`config.mk`:
```
export PLATFORM = sky130hd
export DESIGN_NAME = swr_ctrl
export DESIGN_NICKNAME = d
export VERILOG_FILES = /design/src/rtl/swr_pkg.sv /design/src/rtl/swr_regs.sv /design/src/rtl/swr_route.sv /design/src/rtl/swr_guard.sv /design/src/rtl/swr_ctrl.sv
export SDC_FILE = /design/constraint.sdc
export NUM_CORES = 1
export LEC_CHECK = 0
export BUFFER_PORTS_ARGS = -buffer_cell sky130_fd_sc_hd__buf_2
export CAP_MARGIN = 10
export CELL_PAD_IN_SITES_DETAIL_PLACEMENT = 0
export CELL_PAD_IN_SITES_GLOBAL_PLACEMENT = 1
export CORE_UTILIZATION = 38
export CTS_CLUSTER_SIZE = 20
export DETAILED_ROUTE_END_ITERATION = 6
export PLACE_DENSITY_LB_ADDON = 0.12
export SETUP_SLACK_MARGIN = 0.02
export SLEW_MARGIN = 20
export SYNTH_ARGS = -nofsm -noshare
export SYNTH_HDL_FRONTEND = slang
export SYNTH_SLANG_ARGS = --single-unit
export TNS_END_PERCENT = 50
```
`constraint.sdc`:
```
create_clock -name clk -period 1.5 [get_ports clk]
set_input_delay 0.3 -clock clk [delete_from_list [all_inputs] [get_ports clk]]
set_output_delay 0.3 -clock clk [all_outputs]
set_load 0.1 [all_outputs]
```
`src/rtl/swr_pkg.sv`:
```
package swr_pkg;
  localparam int REG_W = 8;
  localparam logic [REG_W-1:0] EN_RST  = 8'b1001_1000;
  localparam logic [REG_W-1:0] SEL_RST = 8'b0001_1000;

  localparam int B_MASTER = 7;
  localparam int B_HS1    = 6;
  localparam int B_HS2    = 5;
  localparam int B_LEFT   = 4;
  localparam int B_RIGHT  = 3;
  localparam int B_SENSE  = 2;
  localparam int B_MIC    = 1;
  localparam int B_GND    = 0;

  localparam int LN_DATA  = 0;
  localparam int LN_SBU1  = 1;
  localparam int LN_SBU2  = 2;
  localparam int LN_GUARD = 3;
  localparam int N_LANE   = 4;
  localparam int N_PIN    = 2;
  localparam int N_FLAG   = N_LANE + N_PIN;

  typedef struct packed {
    logic hs2;
    logic hs1;
    logic gnd;
    logic mic;
  } sbu_close_t;

  function automatic logic [2:0] enc_sbu(input sbu_close_t c);
    if (c.hs1 && c.hs2) return 3'b101;
    if (c.hs2)          return 3'b100;
    if (c.hs1)          return 3'b011;
    if (c.gnd)          return 3'b010;
    if (c.mic)          return 3'b001;
    return 3'b000;
  endfunction

  function automatic logic [1:0] enc_pair(input logic [1:0] c);
    if (c[0]) return 2'b01;
    if (c[1]) return 2'b10;
    return 2'b00;
  endfunction
endpackage

```
`src/rtl/swr_regs.sv`:
```
module swr_regs
  import swr_pkg::*;
(
  input  logic             clk,
  input  logic             rst_n,
  input  logic             en_wr,
  input  logic             sel_wr,
  input  logic [REG_W-1:0] wdata,
  input  logic             ocp_trip,
  output logic [REG_W-1:0] en_q,
  output logic [REG_W-1:0] sel_q
);
  always_ff @(posedge clk or negedge rst_n) begin
    if (!rst_n) begin
      en_q  <= EN_RST;
      sel_q <= SEL_RST;
    end else begin
      if (en_wr)    en_q <= wdata;
      if (ocp_trip) en_q[B_GND] <= 1'b0;
      if (sel_wr)   sel_q <= wdata;
    end
  end

  // a trip beats a simultaneous host write of the ground enable
  a_r8_trip_clears_gnd: assert property (@(posedge clk) disable iff (!rst_n)
    ocp_trip |=> !en_q[B_GND]);
endmodule

```
`src/rtl/swr_route.sv`:
```
module swr_route
  import swr_pkg::*;
(
  input  logic              clk,
  input  logic              rst_n,
  input  logic [REG_W-1:0]  en_q,
  input  logic [REG_W-1:0]  sel_q,
  input  logic [N_LANE-1:0] block,
  output logic [1:0]        close_left,
  output logic [1:0]        close_right,
  output logic [1:0]        close_sense,
  output sbu_close_t        close_sbu1,
  output sbu_close_t        close_sbu2
);
  logic master, hs_any, hs1_on, hs2_on, mic_req, gnd_req, clash, mic_ok;
  logic left_on, right_on, sense_on;
  sbu_close_t raw1, raw2;

  always_comb begin
    master   = en_q[B_MASTER];
    left_on  = master & en_q[B_LEFT]  & ~block[LN_DATA];
    right_on = master & en_q[B_RIGHT] & ~block[LN_DATA];
    sense_on = master & en_q[B_SENSE] & ~block[LN_GUARD];
    hs1_on   = master & en_q[B_HS1];
    hs2_on   = master & en_q[B_HS2];
    hs_any   = en_q[B_HS1] | en_q[B_HS2];
    mic_req  = master & en_q[B_MIC] & ~hs_any;
    gnd_req  = master & en_q[B_GND] & ~hs_any;
    // mic on pin 1 when its select is 1, ground on pin 1 when its select is 0
    clash    = mic_req & gnd_req & (sel_q[B_MIC] ^ sel_q[B_GND]);
    mic_ok   = mic_req & ~clash;

    close_left  = {~sel_q[B_LEFT],  sel_q[B_LEFT]}  & {2{left_on}};
    close_right = {~sel_q[B_RIGHT], sel_q[B_RIGHT]} & {2{right_on}};
    close_sense = {sel_q[B_SENSE], ~sel_q[B_SENSE]} & {2{sense_on}};

    raw1.hs1 = hs1_on  & ~sel_q[B_HS1];
    raw1.hs2 = hs2_on  &  sel_q[B_HS2];
    raw1.gnd = gnd_req & ~sel_q[B_GND];
    raw1.mic = mic_ok  &  sel_q[B_MIC];
    raw2.hs1 = hs1_on  &  sel_q[B_HS1];
    raw2.hs2 = hs2_on  & ~sel_q[B_HS2];
    raw2.gnd = gnd_req &  sel_q[B_GND];
    raw2.mic = mic_ok  & ~sel_q[B_MIC];

    close_sbu1 = block[LN_SBU1] ? '0 : raw1;
    close_sbu2 = block[LN_SBU2] ? '0 : raw2;
  end

  a_r5_hs_excludes_mic_gnd: assert property (@(posedge clk) disable iff (!rst_n)
    (close_sbu1.hs1 | close_sbu1.hs2 | close_sbu2.hs1 | close_sbu2.hs2) |->
    !(close_sbu1.mic | close_sbu1.gnd | close_sbu2.mic | close_sbu2.gnd));
  a_r6_no_mic_gnd_share: assert property (@(posedge clk) disable iff (!rst_n)
    !(close_sbu1.mic && close_sbu1.gnd) && !(close_sbu2.mic && close_sbu2.gnd));
  a_r2_data_onehot: assert property (@(posedge clk) disable iff (!rst_n)
    $onehot0(close_left) && $onehot0(close_right) && $onehot0(close_sense));
endmodule

```
`src/rtl/swr_guard.sv`:
```
module swr_guard
  import swr_pkg::*;
#(
  parameter int OCP_DEBOUNCE = 1000
) (
  input  logic              clk,
  input  logic              rst_n,
  input  logic              ovp_en,
  input  logic              ocp_en,
  input  logic [N_LANE-1:0] ovp_hit,
  input  logic [N_PIN-1:0]  ocp_hit,
  input  logic [N_PIN-1:0]  gnd_on,
  input  logic              sel_wr,
  input  logic              irq_rd,
  output logic [N_LANE-1:0] block,
  output logic              ocp_trip,
  output logic [N_FLAG-1:0] flags
);
  localparam int CNT_W = $clog2(OCP_DEBOUNCE + 1);
  localparam logic [CNT_W-1:0] CNT_LAST = CNT_W'(OCP_DEBOUNCE - 1);

  logic [N_LANE-1:0] ovp_set, lock;
  logic [N_PIN-1:0]  ocp_cond;
  logic [N_FLAG-1:0] flag_set;
  logic [CNT_W-1:0]  cnt;
  logic              cond_any;

  for (genvar i = 0; i < N_LANE; i++) begin : g_lane
    assign ovp_set[i] = ovp_en & ovp_hit[i];
    assign block[i]   = lock[i] | ovp_set[i];
    always_ff @(posedge clk or negedge rst_n) begin
      if (!rst_n)                      lock[i] <= 1'b0;
      else if (ovp_set[i])             lock[i] <= 1'b1;
      else if (sel_wr && !ovp_hit[i])  lock[i] <= 1'b0;
    end
    a_r7_lock_sticky: assert property (@(posedge clk) disable iff (!rst_n)
      lock[i] && !sel_wr |=> lock[i]);
  end

  assign ocp_cond = {N_PIN{ocp_en}} & gnd_on & ocp_hit;
  assign cond_any = |ocp_cond;
  assign ocp_trip = cond_any && (cnt == CNT_LAST);
  assign flag_set = {ocp_cond & {N_PIN{ocp_trip}}, ovp_set};

  always_ff @(posedge clk or negedge rst_n) begin
    if (!rst_n)                    cnt <= '0;
    else if (!cond_any || ocp_trip) cnt <= '0;
    else                           cnt <= cnt + 1'b1;
  end

  always_ff @(posedge clk or negedge rst_n) begin
    if (!rst_n) flags <= '0;
    else        flags <= (irq_rd ? '0 : flags) | flag_set;
  end

  a_r9_read_keeps_new: assert property (@(posedge clk) disable iff (!rst_n)
    irq_rd && (flag_set != '0) |=> ((flags & $past(flag_set)) == $past(flag_set)));
  a_r8_no_trip_when_off: assert property (@(posedge clk) disable iff (!rst_n)
    !ocp_en |-> !ocp_trip);
endmodule

```
`src/rtl/swr_ctrl.sv`:
```
module swr_ctrl
  import swr_pkg::*;
#(
  parameter int OCP_DEBOUNCE = 1000
) (
  input  logic        clk,
  input  logic        rst_n,
  input  logic        en_wr,
  input  logic        sel_wr,
  input  logic [7:0]  wdata,
  input  logic        irq_rd,
  input  logic        ovp_en,
  input  logic        ocp_en,
  input  logic [3:0]  ovp_hit,
  input  logic [1:0]  ocp_hit,
  output logic [1:0]  close_left,
  output logic [1:0]  close_right,
  output logic [1:0]  close_sense,
  output logic [3:0]  close_sbu1,
  output logic [3:0]  close_sbu2,
  output logic [1:0]  stat_left,
  output logic [1:0]  stat_right,
  output logic [1:0]  stat_sense,
  output logic [2:0]  stat_sbu1,
  output logic [2:0]  stat_sbu2,
  output logic [5:0]  irq_flags,
  output logic        irq
);
  logic [REG_W-1:0]  en_q, sel_q;
  logic [N_LANE-1:0] block;
  logic              ocp_trip;
  sbu_close_t        c1, c2;

  swr_regs u_regs (
    .clk(clk), .rst_n(rst_n), .en_wr(en_wr), .sel_wr(sel_wr), .wdata(wdata),
    .ocp_trip(ocp_trip), .en_q(en_q), .sel_q(sel_q));

  swr_route u_route (
    .clk(clk), .rst_n(rst_n), .en_q(en_q), .sel_q(sel_q), .block(block),
    .close_left(close_left), .close_right(close_right), .close_sense(close_sense),
    .close_sbu1(c1), .close_sbu2(c2));

  swr_guard #(.OCP_DEBOUNCE(OCP_DEBOUNCE)) u_guard (
    .clk(clk), .rst_n(rst_n), .ovp_en(ovp_en), .ocp_en(ocp_en),
    .ovp_hit(ovp_hit), .ocp_hit(ocp_hit), .gnd_on({c2.gnd, c1.gnd}),
    .sel_wr(sel_wr), .irq_rd(irq_rd), .block(block), .ocp_trip(ocp_trip),
    .flags(irq_flags));

  assign close_sbu1 = c1;
  assign close_sbu2 = c2;
  assign stat_left  = enc_pair(close_left);
  assign stat_right = enc_pair(close_right);
  assign stat_sense = enc_pair(close_sense);
  assign stat_sbu1  = enc_sbu(c1);
  assign stat_sbu2  = enc_sbu(c2);
  assign irq        = |irq_flags;

  a_r7_ovp_opens_now: assert property (@(posedge clk) disable iff (!rst_n)
    ovp_en && ovp_hit[LN_DATA] |-> (close_left == 2'b00) && (close_right == 2'b00));
  a_r7_ovp_opens_sbu1: assert property (@(posedge clk) disable iff (!rst_n)
    ovp_en && ovp_hit[LN_SBU1] |-> (close_sbu1 == 4'b0000));
  a_r9_irq_follows_flags: assert property (@(posedge clk) disable iff (!rst_n)
    (irq_flags != 6'd0) |-> irq);
endmodule

```
==> results_dict.tcl, run 1 <==
set metrics [dict create \
    result_of_the_run "finished, violations left" \
    failed_checks "setup timing" \
    cap_viol_max_count 0 \
    grt_antenna_before_repair 0 \
    dieHeight_um 69.9 \
    core.rowCount 24 \
    die_area_mm2 0.00488 \
    power.switching_uw 914 \
    cell_internal_pwr_mw 1.65 \
    synth_cells 169 \
    dpl.cell_count 293 \
    synth-edff-count 0 \
    unrepaired_setup_endpoints_after_global_routing "yes" \
    period_minus_slack_ps 1950 \
    cts_buffer_depth 2 \
    viasPerCell 5.00 \
    design.portCount 54 \
    power_frac_clock_pct 25.7 \
    share_seq_of_total_power_pct 42.5 \
    grt_pass1_vias 1535 \
    htree_levels 2 \
    fin_tns_setup_ps -10230 \
    criticalPathCategory "reg -> out" \
    post-route-worst-setup-slack_ps -449 \
    syn-cell-area_mm2 0.00175 \
    holdWs_ps 261 \
    drt_drc_violations_left 0 \
    syn2layout_area_growth_pct 70.3 \
    worst_setup_path_end_kind "output pin" \
    routed_wirelength_um 4450 \
    synth_seq_area_share_pct 50.4 \
    place_hpwl_um 3490 \
    global_route.overflow_total 0 \
    hold_violations 0 \
    timing.final.setup_violations 27 \
    initial_util_pct 39.9 \
    postSynth.asyncResetShare_pct 100 \
    cts-buffers-inserted 5 \
    antennaDiodeCount 0 \
    critPathTopFamily "flip-flops" \
    clkSlewWorstSetupHoldPaths_ps 70 \
    sw_frac_of_total_pct 35.7 \
    timing_worst_slew_pin_value_ps 488 \
    cp.buffers_inverters 3 \
    synth-main-ff-cell "sky130_fd_sc_hd__dfrtp_1" \
    clockRootBuffer "sky130_fd_sc_hd__clkbuf_8" \
    worstHoldPathType "in -> reg" \
    grt_pass1_wl_um 7500 \
    yosys_warnings 0 \
    route.antenna.remaining_nets 0 \
    vias 1510 \
    dpl-instance-area_mm2 0.00275 \
    gp_congestion 0.814 \
    synth.lib_cells_used.distinct 37 \
    post_synthesis_sequential_element_count 35 \
    worst_ep_required_time_ps 1200 \
    leakage_nw 1.31 \
    groute.usage.overall_pct 19.7 \
    p_per_area_mw_per_mm2 859 \
    fmax_ghz 0.513 \
    io_buffers 53 \
    final_design_area_excluding_fillers_mm2 0.00298 \
    slew_limit_headroom_pct 67.7 \
    crit_path_max_cell_delay_ps 630 \
    die_w_um 69.9 \
    post_syn_nets 191 \
    synth_largest_type_area_fraction_pct 42.9 \
    leading_cell_type_by_number_of_instances_after_synthesis "sky130_fd_sc_hd__dfrtp_1" \
    fin_crit_sh_pct 130 \
    synthDominantAreaCellType "sky130_fd_sc_hd__dfrtp_1" \
    min_path_cells 2 \
    post_cts_setup_buffer_count 0 \
    pwr-share-comb_pct 31.8 \
    timing.final.max_slew_violations 0 \
    timing.reg2reg.worst_path_depth 5 \
    ranking_of_synthesized_cells_by_area "sky130_fd_sc_hd__dfrtp_1, sky130_fd_sc_hd__mux2_2, sky130_fd_sc_hd__dfstp_2, sky130_fd_sc_hd__nor2_1, sky130_fd_sc_hd__inv_1" \
    fin_skew_ps 7.48 \
    cts_sinks 35 \
    totalPowerFinal_mw 2.56 \
    worst_skew_pair.late_latency_ps 290 \
    detail_route.iter0.violations 85 \
    share_of_final_layout_standard_cells_stronger_than_drive_strength_1_pct 60.8 \
    syn-mean-instance-area_um2 10.4 \
    startpoint_kind_of_the_worst_setup_timing_path "register" \
    placeableCoreArea_mm2 0.00438 \
    tritoncts "yes" \
    drt-pass1-iter-count 4 \
    vdd_ir_drop_max_mv 0.644 \
    cp_cell_sequence "buf_6, nand4_1, inv_2, or2_4, buf_12" \
    post_drt_wl_per_cell_um 14.7 \
    stdcell_count 302 \
    worst_ep_arrival_time_ps 1650 \
    critical_path_top_delay_cell "sky130_fd_sc_hd__dfstp_2" \
    netlist_top_cells_count "sky130_fd_sc_hd__dfrtp_1, sky130_fd_sc_hd__nor2_1, sky130_fd_sc_hd__inv_1" \
    grt_start_max_net_pins 22 \
    crit_path_max_fanout 7 \
    num-nets-final 271 \
    critical_path_depth 5 \
]
-- sequential cells by signal, summed over array words and instances, names as in the netlist --
signal and flops:
u_regs.sel_q 7, u_guard.lock 4, u_guard.cnt 10, u_regs.en_q 8, u_guard.flags 6
-- kinds of logic after synthesis --
logic type      Yosys count  synth area share [%]
buf+inv                  25                  7.72
xor+xnor                  7                  3.50
fa+ha+maj                 1                 0.715
mux                      14                  9.01
compound gates           25                  10.5
simple gates             62                  18.2
flops                    35                  50.4
-- power by group through the flow --
stage | registers [mW] | clock network [mW] | logic [mW]
2_1_floorplan | 1.16 | 0 | 0.436
3_3_place_gp | 1.09 | 0 | 0.775
3_5_place_dp | 1.10 | 0 | 0.786
4_1_cts | 1.09 | 0.679 | 0.812
5_1_grt | 1.10 | 0.722 | 0.855
6_report | 1.09 | 0.659 | 0.815
-- cells in the final DEF (no fill, tap or decap), drive strengths merged, types with 3 or more instances in the layout --
cell / count
a21oi: 6
and3: 6
buf: 82
clkbuf: 6
dfrtp: 30
dfstp: 5
inv: 15
mux2: 14
nand2: 15
nand3: 10
nand4: 3
nor2: 16
nor3: 5
o21ai: 11
o32ai: 3
xor2: 5
-- per-stage QoR --
stage,setup slack [ps],util [%]
after floorplan,-1220,-
after global placement,-167,62.8
after detailed placement,-228,62.8
after CTS,-461,66.7
after global routing,-503,68.0
final,-449,68.0
-- path summary, 6_finish.rpt --
kind	startpoint	end	slack, ps
max reg2reg	u_regs.sel_q[0]$_DFFE_PN0P_	u_regs.en_q[0]$_DFFE_PN0P_	10
min reg2reg	u_guard.cnt[0]$_DFF_PN0_	u_guard.cnt[0]$_DFF_PN0_	490
min in group asynchronous	rst_n	u_guard.cnt[7]$_DFF_PN0_	450
max	u_regs.en_q[7]$_DFFE_PN1P_	stat_sbu2[0]	-450
max in group asynchronous	rst_n	u_regs.en_q[3]$_DFFE_PN1P_	530
min	wdata[0]	u_regs.sel_q[0]$_DFFE_PN0P_	260
-- routing by layer --
layer | track usage [%] | share of wire, % | vias up
met5 | 0 | 0 | -
met4 | 5.56 | 1.1 | 0
met3 | 5.48 | 4.9 | 5
met2 | 33.3 | 52 | 41
met1 | 24.5 | 42 | 731
li1 | - | - | 733
-- area by class of cell --
type	count	area, um2
well taps	52	65.1
fillers	328	1400
inverters	15	58.8
multi-input cells	109	965
repair buffers	83	925
clock buffers	6	72.6
clock inverters	2	12.5
flip-flops and latches	35	883
-- repair_timing --
item / in CTS / in global routing
endpoints found under the hold margin: 14 / 0
pin swaps: 8 / 4
resized for setup: 21 / 15
hold buffers: 1 / 0
endpoints found under the setup margin: 29 / 38
Note: power is estimated with default switching activity, not from simulation.
==> run 2: changes to the inputs <==
--- a/config.mk
+++ b/config.mk
@@ -9,6 +9,7 @@
 export CAP_MARGIN = 10
 export CELL_PAD_IN_SITES_DETAIL_PLACEMENT = 0
 export CELL_PAD_IN_SITES_GLOBAL_PLACEMENT = 1
+export CORE_ASPECT_RATIO = 1.4
 export CORE_UTILIZATION = 38
 export CTS_CLUSTER_SIZE = 20
 export DETAILED_ROUTE_END_ITERATION = 6
==> run 2 against run 1 <==
Compared with the run above:
- critical endpoint is now stat_sbu2[2]
- maximum frequency rose by 1.3%
- utilization rose by 0.052 points
- power rose by 0.23%
- critical path depth did not move
- sequential share of layout area rose by 0.49 points
- non-clock buffer count fell by 6
- the flow still finishes with violations (setup timing)
- clock-buffer cell count did not move
- setup slack improved by 24 ps
- via count rose by 1.1%
- sequential cell count did not move
- highest routed layer unchanged
==> results_dict.tcl, run 2 (synthesized netlist as in run 1, its figures left out) <==
set metrics [dict create \
    result_of_the_run "finished, violations left" \
    failed_checks "setup timing" \
    cp.buffers_inverters 3 \
    r2r_setup_slk_ps 0 \
    critical_path_top_delay_cell "sky130_fd_sc_hd__dfstp_2" \
    drt-pass1-iter-count 4 \
    io_buffers 53 \
    vdd_ir_drop_max_mv 0.575 \
    drt_drc_violations_left 0 \
    syn2layout_area_growth_pct 67.5 \
    worst_ep_arrival_time_ps 1620 \
    grt_antenna_before_repair 0 \
    gp_congestion 0.762 \
    critPathTopFamily "flip-flops" \
    power_frac_clock_pct 26.4 \
    route.antenna.remaining_nets 0 \
    die_area_mm2 0.00489 \
    sw_frac_of_total_pct 34.9 \
    power.switching_uw 896 \
    slew_limit_headroom_pct 67.4 \
    detail_route.iter0.violations 20 \
    crit_path_max_cell_delay_ps 610 \
    cts_buffer_depth 2 \
    rr_startpoint "u_guard.lock[1]$_DFFE_PN0P_" \
    antennaDiodeCount 0 \
    worst_skew_pair.late_latency_ps 290 \
    crit_path_max_fanout 5 \
    post-route-worst-setup-slack_ps -425 \
    worst_hold_startpoint "wdata[2]" \
    timing.reg2reg.worst_path_depth 5 \
    routed_wirelength_um 4600 \
    cell_internal_pwr_mw 1.67 \
    startpoint_kind_of_the_worst_setup_timing_path "register" \
    worstHoldPathType "in -> reg" \
    largest_reg_flops 10 \
    dieHeight_um 82.3 \
    fin_skew_ps 7.28 \
    design.portCount 54 \
    place_hpwl_um 3700 \
    vias 1527 \
    criticalPathCategory "reg -> out" \
    leakage_nw 1.30 \
    global_route.overflow_total 0 \
    period_minus_slack_ps 1920 \
    unrepaired_setup_endpoints_after_global_routing "yes" \
    worst_setup_path_end_kind "output pin" \
    placeableCoreArea_mm2 0.00431 \
    hold_violations 0 \
    reg2reg_to "u_regs.en_q[0]$_DFFE_PN0P_" \
    totalPowerFinal_mw 2.57 \
    mostFrequentLayoutCell "sky130_fd_sc_hd__dfrtp_1" \
    timing.final.setup_violations 28 \
    cts_sinks 35 \
    min_path_cells 2 \
    filler_cell_count 354 \
    groute.usage.overall_pct 21.3 \
    num-nets-final 265 \
    share_seq_of_total_power_pct 42.3 \
    grt_pass1_vias 1584 \
    grt_pass1_wl_um 7450 \
    worst_ep_required_time_ps 1200 \
    core.rowCount 28 \
    viasPerCell 5.04 \
    fmax_ghz 0.520 \
    largest_register "u_guard.cnt" \
    timing.final.max_slew_violations 0 \
    cap_viol_max_count 0 \
    cts-buffers-inserted 5 \
    pwr-share-comb_pct 31.3 \
    whs_endpoint "u_regs.sel_q[2]$_DFFE_PN0P_" \
    biggestRegsByFlops "u_guard.cnt x10, u_regs.en_q x8, u_regs.sel_q x7" \
    layout.cells.most_common_list "sky130_fd_sc_hd__dfrtp_1, sky130_fd_sc_hd__buf_12, sky130_fd_sc_hd__buf_2" \
    tritoncts "yes" \
    clkSlewWorstSetupHoldPaths_ps 70 \
    fin_crit_sh_pct 128 \
    timing_worst_slew_pin_value_ps 492 \
    detailedPlace.worstSlack_ps -201 \
    grt_start_max_net_pins 19 \
    htree_levels 2 \
    p_per_area_mw_per_mm2 876 \
    die_w_um 59.4 \
    initial_util_pct 40.6 \
    post_drt_wl_per_cell_um 15.2 \
    cp_cell_sequence "buf_6, nand2_1, buf_4, nor3_4, buf_12" \
    share_of_final_layout_standard_cells_stronger_than_drive_strength_1_pct 58.4 \
    clockRootBuffer "sky130_fd_sc_hd__clkbuf_8" \
]
-- run 2: cell count changes in the layout (fill, tap and decap cells not counted), sizes merged --
cell / before / now
buf: 82 / 76
clkinvlp: 1 / 0
-- run 2: worst reg2reg max path: stages, from the launching register on --
cell	delay (ps)
sky130_fd_sc_hd__dfrtp_1	370
sky130_fd_sc_hd__a21o_4	230
sky130_fd_sc_hd__buf_4	150
sky130_fd_sc_hd__o32ai_4	320
sky130_fd_sc_hd__nand2_2	130
sky130_fd_sc_hd__o21a_1	190
-- run 2: metrics by stage --
stage	instances	hold WS [ps]	TNS, ps	util [%]	cell area [um2]
final	303	261	-10030	68.1	2930
after global routing	303	255	-12190	68.1	2930
after CTS	303	253	-10580	66.5	2870
after detailed placement	295	267	-4060	63.0	2720
after global placement	295	257	-3280	63.0	2720
after floorplan	169	4.41	-15860	-	1920
-- run 2: power groups by stage --
stage          clock network (mW)  logic, mW  registers (mW)
6_report                    0.679      0.803            1.09
3_5_place_dp                    0      0.777            1.10
2_1_floorplan                   0      0.436            1.16
5_1_grt                     0.746      0.844            1.10
4_1_cts                     0.707      0.797            1.08
3_3_place_gp                    0      0.766            1.09
-- run 2: worst max path at each step --
| stage | cells after the start | to | startpoint |
|---|---|---|---|
| CTS | 6 | stat_sbu1[1] | u_regs.en_q[7]$_DFFE_PN1P_ |
| finish | 5 | stat_sbu2[2] | u_regs.en_q[7]$_DFFE_PN1P_ |
| global placement | 5 | stat_sbu2[0] | u_regs.en_q[5]$_DFFE_PN0P_ |
| global route | 5 | stat_sbu2[0] | u_regs.en_q[7]$_DFFE_PN1P_ |
| detailed placement | 5 | stat_sbu2[0] | u_regs.en_q[5]$_DFFE_PN0P_ |
| floorplan | 4 | stat_sbu2[0] | u_regs.en_q[7]$_DFFE_PN1P_ |
-- run 2: layout make-up --
cell class | count | area (um2) | share of cell area [%]
Multi-Input combinational cell | 109 | 952 | 32.5
Clock inverter | 1 | 5.00 | 0.171
Tap cell | 60 | 75.1 | 2.56
Clock buffer | 6 | 82.6 | 2.82
Timing Repair Buffer | 77 | 876 | 29.9
Sequential cell | 35 | 883 | 30.1
Inverter | 15 | 58.8 | 2.01
-- run 2: repair_timing --
item | 4_1_cts | 5_1_grt
endpoints found under the hold margin | 17 | 0
hold buffers | 1 | 0
gates resized for setup | 17 | 14
buffers inserted | 0 | 0
pin swaps | 10 | 5
endpoints found under the setup margin | 30 | 37
-- run 2: routing by layer --
metal  part of all wire [%]  GRT usage [%]  vias up
met4                    1.6           8.33        0
li1                       -              -      723
met1                     32           20.9      760
met3                    3.7           5.30        7
met5                      0              0        -
met2                     62           41.3       37
